<file path="src/rtl/stby_tx_pkg.sv">
package stby_tx_pkg;

  typedef enum logic [1:0] {
    SS_NORMAL = 2'd0,
    SS_ENTRY  = 2'd1,
    SS_IDLE   = 2'd2,
    SS_BURST  = 2'd3
  } substate_t;

  typedef enum logic [1:0] {
    TXS_DATA  = 2'd0,
    TXS_EIOS  = 2'd1,
    TXS_FTS   = 2'd2,
    TXS_EIDLE = 2'd3
  } txsel_t;

  function automatic txsel_t sel_for(input substate_t s);
    case (s)
      SS_ENTRY: return TXS_EIOS;
      SS_IDLE:  return TXS_EIDLE;
      SS_BURST: return TXS_FTS;
      default:  return TXS_DATA;
    endcase
  endfunction

endpackage

</file>
<file path="src/rtl/stby_fts_hold.sv">
module stby_fts_hold #(
  parameter int CNT_W = 8
) (
  input  logic             clk,
  input  logic             rst_n,
  input  logic             cap_stb,
  input  logic [CNT_W-1:0] cap_val,
  output logic [CNT_W-1:0] n_held
);
  localparam logic [CNT_W-1:0] ONE = {{(CNT_W-1){1'b0}}, 1'b1};

  // A zero count from the partner still yields one training set.
  function automatic logic [CNT_W-1:0] eff_count(input logic [CNT_W-1:0] v);
    return (v == '0) ? ONE : v;
  endfunction

  always_ff @(posedge clk or negedge rst_n) begin
    if (!rst_n)       n_held <= ONE;
    else if (cap_stb) n_held <= eff_count(cap_val);
  end

  AST_HELD_NONZERO: assert property (@(posedge clk) disable iff (!rst_n)
    n_held != '0);
  AST_ZERO_AS_ONE: assert property (@(posedge clk) disable iff (!rst_n)
    (cap_stb && cap_val == '0) |=> n_held == ONE);
endmodule

</file>
<file path="src/rtl/stby_burst_cnt.sv">
module stby_burst_cnt #(
  parameter int CNT_W = 8
) (
  input  logic             clk,
  input  logic             rst_n,
  input  logic             load,
  input  logic [CNT_W-1:0] load_val,
  input  logic             step,
  output logic             last
);
  logic [CNT_W-1:0] remaining;

  always_ff @(posedge clk or negedge rst_n) begin
    if (!rst_n)                         remaining <= '0;
    else if (load)                      remaining <= load_val;
    else if (step && remaining != '0)   remaining <= remaining - 1'b1;
  end

  assign last = (remaining == {{(CNT_W-1){1'b0}}, 1'b1});

  AST_NO_UNDERFLOW: assert property (@(posedge clk) disable iff (!rst_n)
    step |-> remaining != '0);
endmodule

</file>
<file path="src/rtl/stby_tx_fsm.sv">
module stby_tx_fsm
  import stby_tx_pkg::*;
(
  input  logic      clk,
  input  logic      rst_n,
  input  logic      enter_req,
  input  logic      tx_pending,
  input  logic      burst_last,
  output logic      burst_load,
  output logic      burst_step,
  output substate_t state
);
  substate_t nxt;
  logic enter_evt, wake_evt, burst_done;

  assign enter_evt  = (state == SS_NORMAL) && enter_req && !tx_pending;
  assign wake_evt   = (state == SS_IDLE) && tx_pending;
  assign burst_done = (state == SS_BURST) && burst_last;
  assign burst_load = wake_evt;
  assign burst_step = (state == SS_BURST);

  always_comb begin
    nxt = state;
    case (state)
      SS_NORMAL: if (enter_evt)  nxt = SS_ENTRY;
      SS_ENTRY:                  nxt = SS_IDLE;
      SS_IDLE:   if (wake_evt)   nxt = SS_BURST;
      SS_BURST:  if (burst_done) nxt = SS_NORMAL;
      default:                   nxt = SS_NORMAL;
    endcase
  end

  always_ff @(posedge clk or negedge rst_n) begin
    if (!rst_n) state <= SS_NORMAL;
    else        state <= nxt;
  end

  AST_ENTRY_ONE_CYCLE: assert property (@(posedge clk) disable iff (!rst_n)
    state == SS_ENTRY |=> state == SS_IDLE);
  AST_IDLE_HOLD: assert property (@(posedge clk) disable iff (!rst_n)
    (state == SS_IDLE && !tx_pending) |=> state == SS_IDLE);
  AST_WAKE: assert property (@(posedge clk) disable iff (!rst_n)
    (state == SS_IDLE && tx_pending) |=> state == SS_BURST);
  AST_ENTER_BLOCKED: assert property (@(posedge clk) disable iff (!rst_n)
    (state == SS_NORMAL && tx_pending) |=> state == SS_NORMAL);
  AST_BURST_EXIT: assert property (@(posedge clk) disable iff (!rst_n)
    (state == SS_BURST && !burst_last) |=> state == SS_BURST);
endmodule

</file>
<file path="src/rtl/stby_tx_ctrl.sv">
module stby_tx_ctrl
  import stby_tx_pkg::*;
#(
  parameter int CNT_W = 8
) (
  input  logic             clk,
  input  logic             rst_n,
  input  logic             enter_req,
  input  logic             tx_pending,
  input  logic             fts_cap_stb,
  input  logic [CNT_W-1:0] fts_cap_val,
  output logic [1:0]       tx_sel,
  output logic [1:0]       substate
);
  logic [CNT_W-1:0] n_held;
  logic burst_load, burst_step, burst_last;
  substate_t state;

  stby_fts_hold #(.CNT_W(CNT_W)) u_hold (
    .clk(clk), .rst_n(rst_n), .cap_stb(fts_cap_stb),
    .cap_val(fts_cap_val), .n_held(n_held)
  );

  stby_burst_cnt #(.CNT_W(CNT_W)) u_cnt (
    .clk(clk), .rst_n(rst_n), .load(burst_load), .load_val(n_held),
    .step(burst_step), .last(burst_last)
  );

  stby_tx_fsm u_fsm (
    .clk(clk), .rst_n(rst_n), .enter_req(enter_req), .tx_pending(tx_pending),
    .burst_last(burst_last), .burst_load(burst_load),
    .burst_step(burst_step), .state(state)
  );

  assign substate = state;
  assign tx_sel   = sel_for(state);

  AST_EIOS_FROM_NORMAL: assert property (@(posedge clk) disable iff (!rst_n)
    $rose(tx_sel == 2'd1) |-> $past(substate) == 2'd0);
endmodule

</file>
<file path="config.mk">
export PLATFORM = sky130hd
export DESIGN_NAME = stby_tx_ctrl
export DESIGN_NICKNAME = d
export VERILOG_FILES = /design/src/rtl/stby_tx_pkg.sv /design/src/rtl/stby_fts_hold.sv /design/src/rtl/stby_burst_cnt.sv /design/src/rtl/stby_tx_fsm.sv /design/src/rtl/stby_tx_ctrl.sv
export SDC_FILE = /design/constraint.sdc
export NUM_CORES = 1
export LEC_CHECK = 0
export ABC_AREA = 0
export ABC_CLOCK_PERIOD_IN_PS = 1630
export BUFFER_PORTS_ARGS = -buffer_cell sky130_fd_sc_hd__buf_2
export CAP_MARGIN = 30
export CORE_UTILIZATION = 49
export CTS_CLUSTER_SIZE = 25
export DETAILED_ROUTE_END_ITERATION = 16
export PLACE_DENSITY = 0.8
export REMOVE_ABC_BUFFERS = 1
export SYNTH_ARGS = -nofsm -noshare
export SYNTH_HDL_FRONTEND = slang
export SYNTH_SLANG_ARGS = --single-unit
</file>
<file path="constraint.sdc">
create_clock -name clk -period 1.63 [get_ports clk]
set_input_delay 0.163 -clock clk [delete_from_list [all_inputs] [get_ports clk]]
set_output_delay 0.163 -clock clk [all_outputs]
set_load 0.005 [all_outputs]
</file>
== After elaboration in Yosys (flattened, before gate mapping) ==
Index checks and enable logic that the tools add are counted.

* Logic and storage cells: 30
* Register bits after elaboration: 18
* Input bits: 13
* Output and inout port bits: 4

* Multiplexer cells: 8
* Equality and inequality tests: 7
* $add $sub $neg: 1
* Reduce and logical (&&, ||, !) cells: 11

{| class="wikitable"
|+ Operators with widths
! kind !! count
|-
| 8-bit 2-to-1 mux || 3
|-
| 8-bit by 1-bit equality test with 1-bit output (second input constant) || 1
|-
| 8-bit logical NOT || 1
|-
| 2-bit one-hot mux with 4 select lines || 1
|-
| 8-bit nonzero test || 1
|-
| 8-bit by 1-bit subtractor with 8-bit output (second input constant) || 1
|-
| 2-bit 2-to-1 mux || 3
|-
| 2-bit one-hot mux with 3 select lines || 1
|-
| 1-bit logical AND || 5
|-
| 2-bit equality test (second input constant) || 2
|-
| 2-bit by 1-bit inequality test with 1-bit output (second input constant) || 2
|-
| 3-bit AND reduction || 1
|-
| 2-bit by 1-bit equality test with 1-bit output (second input constant) || 1
|-
| 2-bit logical NOT || 1
|-
| 2-bit inequality test (second input constant) || 1
|-
| 2-bit nonzero test || 1
|-
| 1-bit logical NOT || 1
|}

== Logic depth before layout (Yosys ltp) ==
* Word-level depth: 5
* Depth in mapped cells: 7
* Mapped depth without buffers: 6

== Modules after synthesis ==
A second synthesis with hierarchy kept.

* Cells, all modules: 103
* Area, all modules: 1117.3 um^2

{| class="wikitable"
|+ Modules (own cells, without submodules)
! module !! seq. area each (um^2) !! area each (um^2) !! cells each !! instances
|-
| stby_burst_cnt || 200.2 || 574.3 || 64 || 1
|-
| stby_fts_hold || 201.4 || 324.1 || 20 || 1
|-
| stby_tx_fsm || 50.0 || 180.2 || 14 || 1
|-
| stby_tx_ctrl || 0.0 || 38.8 || 5 || 1
|}

== Worst setup path after synthesis ==
No wires, ideal clock.

* Kind: register to register
* Start point: reg u_cnt.remaining[2]
* End point: reg u_cnt.remaining[1]
* Setup time: 77 ps
* Data arrival time: 1505 ps
* Required time: 1553 ps
* Clock period less this slack: 1583 ps
* Path slack: 47 ps
* Stages on the path, launching flop included: 6
* Path through: dfrtp_1 > buf_6 > nor4_4 > a31o_2 > mux2_2 > a21oi_1

* Longest elaborated chain between the ends: 3

{| class="wikitable"
|+ RTL lines
! item !! line !! text
|-
| start, declared || stby_burst_cnt.sv:11 || <nowiki>logic [CNT_W-1:0] remaining;</nowiki>
|-
| start signal, assigned || stby_burst_cnt.sv:15 || <nowiki>else if (load) remaining <= load_val;</nowiki>
|-
| start signal, assigned || stby_burst_cnt.sv:16 || <nowiki>else if (step && remaining != '0) remaining <= remaining - 1'b1;</nowiki>
|-
| 8-bit nonzero test || stby_burst_cnt.sv:16 ||
|-
| 1-bit logical AND || stby_burst_cnt.sv:16 ||
|-
| 2-bit nonzero test (no line) || -- ||
|}

No other way between the ends.
A chain may end at the register's enable or synchronous reset.

== Worst setup path after layout ==
* Start point: reg u_cnt.remaining[5]
* End point: reg u_cnt.remaining[5]

* Longest elaborated chain between the ends: 3

{| class="wikitable"
|+ RTL lines
! item !! line
|-
| 8-bit by 1-bit subtractor with 8-bit output / 8-bit nonzero test (equally long branches) || stby_burst_cnt.sv:16
|-
| 8-bit 2-to-1 mux / 1-bit logical AND (equally long branches) || stby_burst_cnt.sv:16
|-
| 8-bit 2-to-1 mux / 2-bit nonzero test (equally long branches) || --
|}

Parallel ways exist; a longest one is shown, timed or not. The select of a mux whose other input is x is not followed.

==> metrics.log <==
[metrics] dominant combinational cell family by area after synthesis: simple AND/OR/NAND/NOR gates
[metrics] filler cell count in the final layout: 172
[metrics] timing-limited maximum frequency: 637 MHz
[metrics] hold-critical path endpoint: u_hold.n_held[2]
[metrics] Setup CP Type: flop to flop
[metrics] hold violation count in the final report: 0
[metrics] RR Endpoint: u_cnt.remaining[5]
[metrics] area inside the core boundary: 1960 um^2
[metrics] Setup Slack @ Placement: around 47 ps
[metrics] slowest cell on the critical path: sky130_fd_sc_hd__dfrtp_1
[metrics] Setup violations, final: 0
[metrics] overall via count from detail_route: 825
[metrics] R2R depth: 5
[metrics] share of flip-flops with an asynchronous set or reset after synthesis: 100%
[metrics] Finished Layout Cells: 152
[metrics] cell-by-cell trace of the critical path: nor4_4 > buf_4 > nand3_1 > a32oi_1 > o21ai_0
[metrics] pin count of the biggest net entering global routing: 19
[metrics] static leakage power: 0.576 nW
[metrics] synth-to-layout area growth: 20.1%
[metrics] synth cell count leaders: sky130_fd_sc_hd__dfrtp_1, sky130_fd_sc_hd__nand2_1, sky130_fd_sc_hd__mux2_2
[metrics] most instantiated flip-flop cell in the synthesis netlist: sky130_fd_sc_hd__dfrtp_1
[metrics] Detailed Route WL: ~2 mm
[metrics] Final Slew Violations: 0
[metrics] total global routing track utilization: between 10% and 20%
[metrics] Vias per Instance: about 5.4
[metrics] power per cell area: 1680 nW/um^2
[metrics] area of combinational cells with multiple inputs: 520 um^2
[metrics] HP Class: input pin to flop
[metrics] CP arrival: 1740 ps
[metrics] Layout Skew: 1.11 ps
[metrics] highest metal used: met4
[metrics] post-synthesis register bit count: 18
[metrics] transition time at the pin with the least slew margin: 396 ps
[metrics] share of synthesized cell area in full adder, half adder and majority cells: about 7.4%
[metrics] antenna violations before repair: 0
[metrics] clock buffer count from CTS: 3
[metrics] compound-gate portion of the synthesized area: roughly 11%
[metrics] final weighted congestion of routability-driven global placement: 0.704
[metrics] number of buffers inserted by port buffering: 16
[metrics] metal1 wirelength: 872 um
[metrics] min-delay src: fts_cap_val[2]
[metrics] flop2flop setup slack: 60 ps
[metrics] beginning of the worst register-to-register path: u_cnt.remaining[5]
[metrics] global-route wire length before repair: approximately 2.8 mm
[metrics] final setup slack of the worst path: around 60 ps
[metrics] Die W: 47.5 um
[metrics] required time reported for the critical path endpoint: roughly 1800 ps
[metrics] post-layout util: 62.1%
[metrics] clock root buffer master: sky130_fd_sc_hd__clkbuf_4
[metrics] area fraction in and, or, nand and nor cells after synthesis: about 18%
[metrics] largest cells by area after synthesis: sky130_fd_sc_hd__dfrtp_1, sky130_fd_sc_hd__mux2_2, sky130_fd_sc_hd__ha_1
[metrics] Worst VDD drop: 0.000918 V
[metrics] H-tree levels: 1
[metrics] largest driver fanout on the critical path: 4
[metrics] Final Critical Period: 1570 ps
[metrics] die outline area: 2260 um^2
[metrics] routed length on met2: 989 um
[metrics] starting DRC count in detailed routing: 7
[metrics] Max Cap Viol: 0
[metrics] slowest stage delay, CP: 440 ps
[metrics] Boundary Pins: 17
[metrics] post-synth cell types: 30
[metrics] sequential share of the synthesized area: 44.5%
[metrics] Post-Synth XOR/XNOR Area: 0.863%
[metrics] syn_area_per_cell: 10.1 um^2
[metrics] clock slew at reported path FFs: 100 ps
[metrics] area fraction of the dominant cell type after synthesis: a little over two fifths
[metrics] fraction of synthesized area in multiplexers: 12.3%
[metrics] number of antenna repair diodes: 0
[metrics] final worst-path cycle share: 96.2%
[metrics] placed wire-length estimate after detailed placement: 1.53 mm
[metrics] synthesized area: 1010 um^2
[metrics] cell type with the largest total area after synthesis: sky130_fd_sc_hd__dfrtp_1
[metrics] total power of the final layout: approximately 2 mW
[metrics] Detail Route Antenna Nets: 0
[metrics] clock tree from TritonCTS: yes
[metrics] delay-heaviest family, CP: simple AND/OR/NAND/NOR gates
[metrics] worst relative slew slack: approximately three quarters
[metrics] Max clock buf depth: 2
[metrics] most used standard cell by instance count after synthesis: sky130_fd_sc_hd__dfrtp_1
[metrics] GRT Residual Overflow: 0
[metrics] instance count of the mapped netlist: 100
[metrics] WL/cell: 13.0 um
[metrics] met3 wire length: 85 um
[metrics] clock latency at the later pin of the worst-skew pair: 280 ps
[metrics] Yosys warning count: 0
[metrics] vias in the first global route: 701
[metrics] Post-synth EDFFs: 0
[metrics] TritonCTS sink count: 18
[metrics] layout cell share with drive strength beyond 1: 37.6%
[metrics] launching element type of the critical path: flop
[metrics] number of cells traversed by the worst hold path: 2
[metrics] final net count: 145
[metrics] residual DRC count: 0
[metrics] Initial Utilization: 51.7%
[metrics] first-pass iteration count of the detailed router: 4
[metrics] endpoint class of the critical path: flop
[metrics] Crit path buffers/inverters: 1
[metrics] area taken by flip-flops and latches: 452 um^2
[metrics] die outline height: 47.5 um
[metrics] tightest hold margin: 122 ps
[metrics] run status: completed
[metrics] post-placement cell count: 145
[metrics] std cell rows: 16
## metrics by stage
stage,TNS [ps],instance area (um^2)
2_1_floorplan,0,988
6_report,0,1220
3_5_place_dp,0,1150
5_1_grt,-24.1,1220
4_1_cts,0,1190
3_3_place_gp,0,1150
## placed cells by master (no fill, tap or decap), drive strengths merged, types with 3 or more instances in the layout
cell type,netlist,routed
buf,2,24
dfrtp,17,17
nand2,11,11
mux2,9,9
inv,7,7
nor2,6,6
a21oi,6,6
nand3,6,6
ha,6,6
o21ai,5,5
nor3,4,4
clkbuf,2,4
a31o,3,3
nor4,3,3
## layer usage
metal	vias to the layer above	global-route usage [%]
met5	-	0
met4	0	9.14
met3	4	4.15
met2	21	32.6
met1	396	20.4
li1	404	-
## timing repair
item,CTS,global route
setup endpoints to repair,0,5
endpoints found under the hold margin,17,0
buffers inserted,0,2
hold buffers,1,0
gates resized for setup,0,3
## worst max-delay path by stage
stage / startpoint / to / slack [ps] / depth (start not counted)
2_1_floorplan: u_cnt.remaining[2] / u_cnt.remaining[1] / 60 / 4
3_3_place_gp: u_cnt.remaining[2] / u_cnt.remaining[1] / 120 / 4
3_5_place_dp: u_cnt.remaining[2] / u_cnt.remaining[1] / 50 / 4
4_1_cts: u_cnt.remaining[2] / u_cnt.remaining[1] / 30 / 4
5_1_grt: u_fsm.state[1] / u_cnt.remaining[7] / -10 / 6
6_report: u_cnt.remaining[5] / u_cnt.remaining[5] / 60 / 5
## cells by family after synthesis
family / after synthesis
AO/OA/AOI/OAI: 18
XOR/XNOR: 1
buffers and inverters: 11
AND/OR/NAND/NOR: 35
flip-flops: 18
multiplexers: 11
adder cells (fa/ha/maj): 6
## registers in the layout, indices dropped and copies added (netlist names)
register	flops
u_cnt.remaining	8
u_fsm.state	2
u_hold.n_held	8
## final cells by class
type | instances | area share (%)
clock buffers | 4 | 2.98
well taps | 27 | 2.77
repair buffers | 25 | 12.3
flip-flops and latches | 18 | 37.1
multi-input cells | 71 | 42.7
inverters | 7 | 2.16
## where the power goes
part | switching, mW | total [mW] | internal (mW)
registers | 0.138 | 0.735 | 0.598
logic | 0.504 | 1.04 | 0.541
clock network | 0.130 | 0.266 | 0.136
total | 0.772 | 2.05 | 1.27
Note: power is estimated with default switching activity, not from simulation.
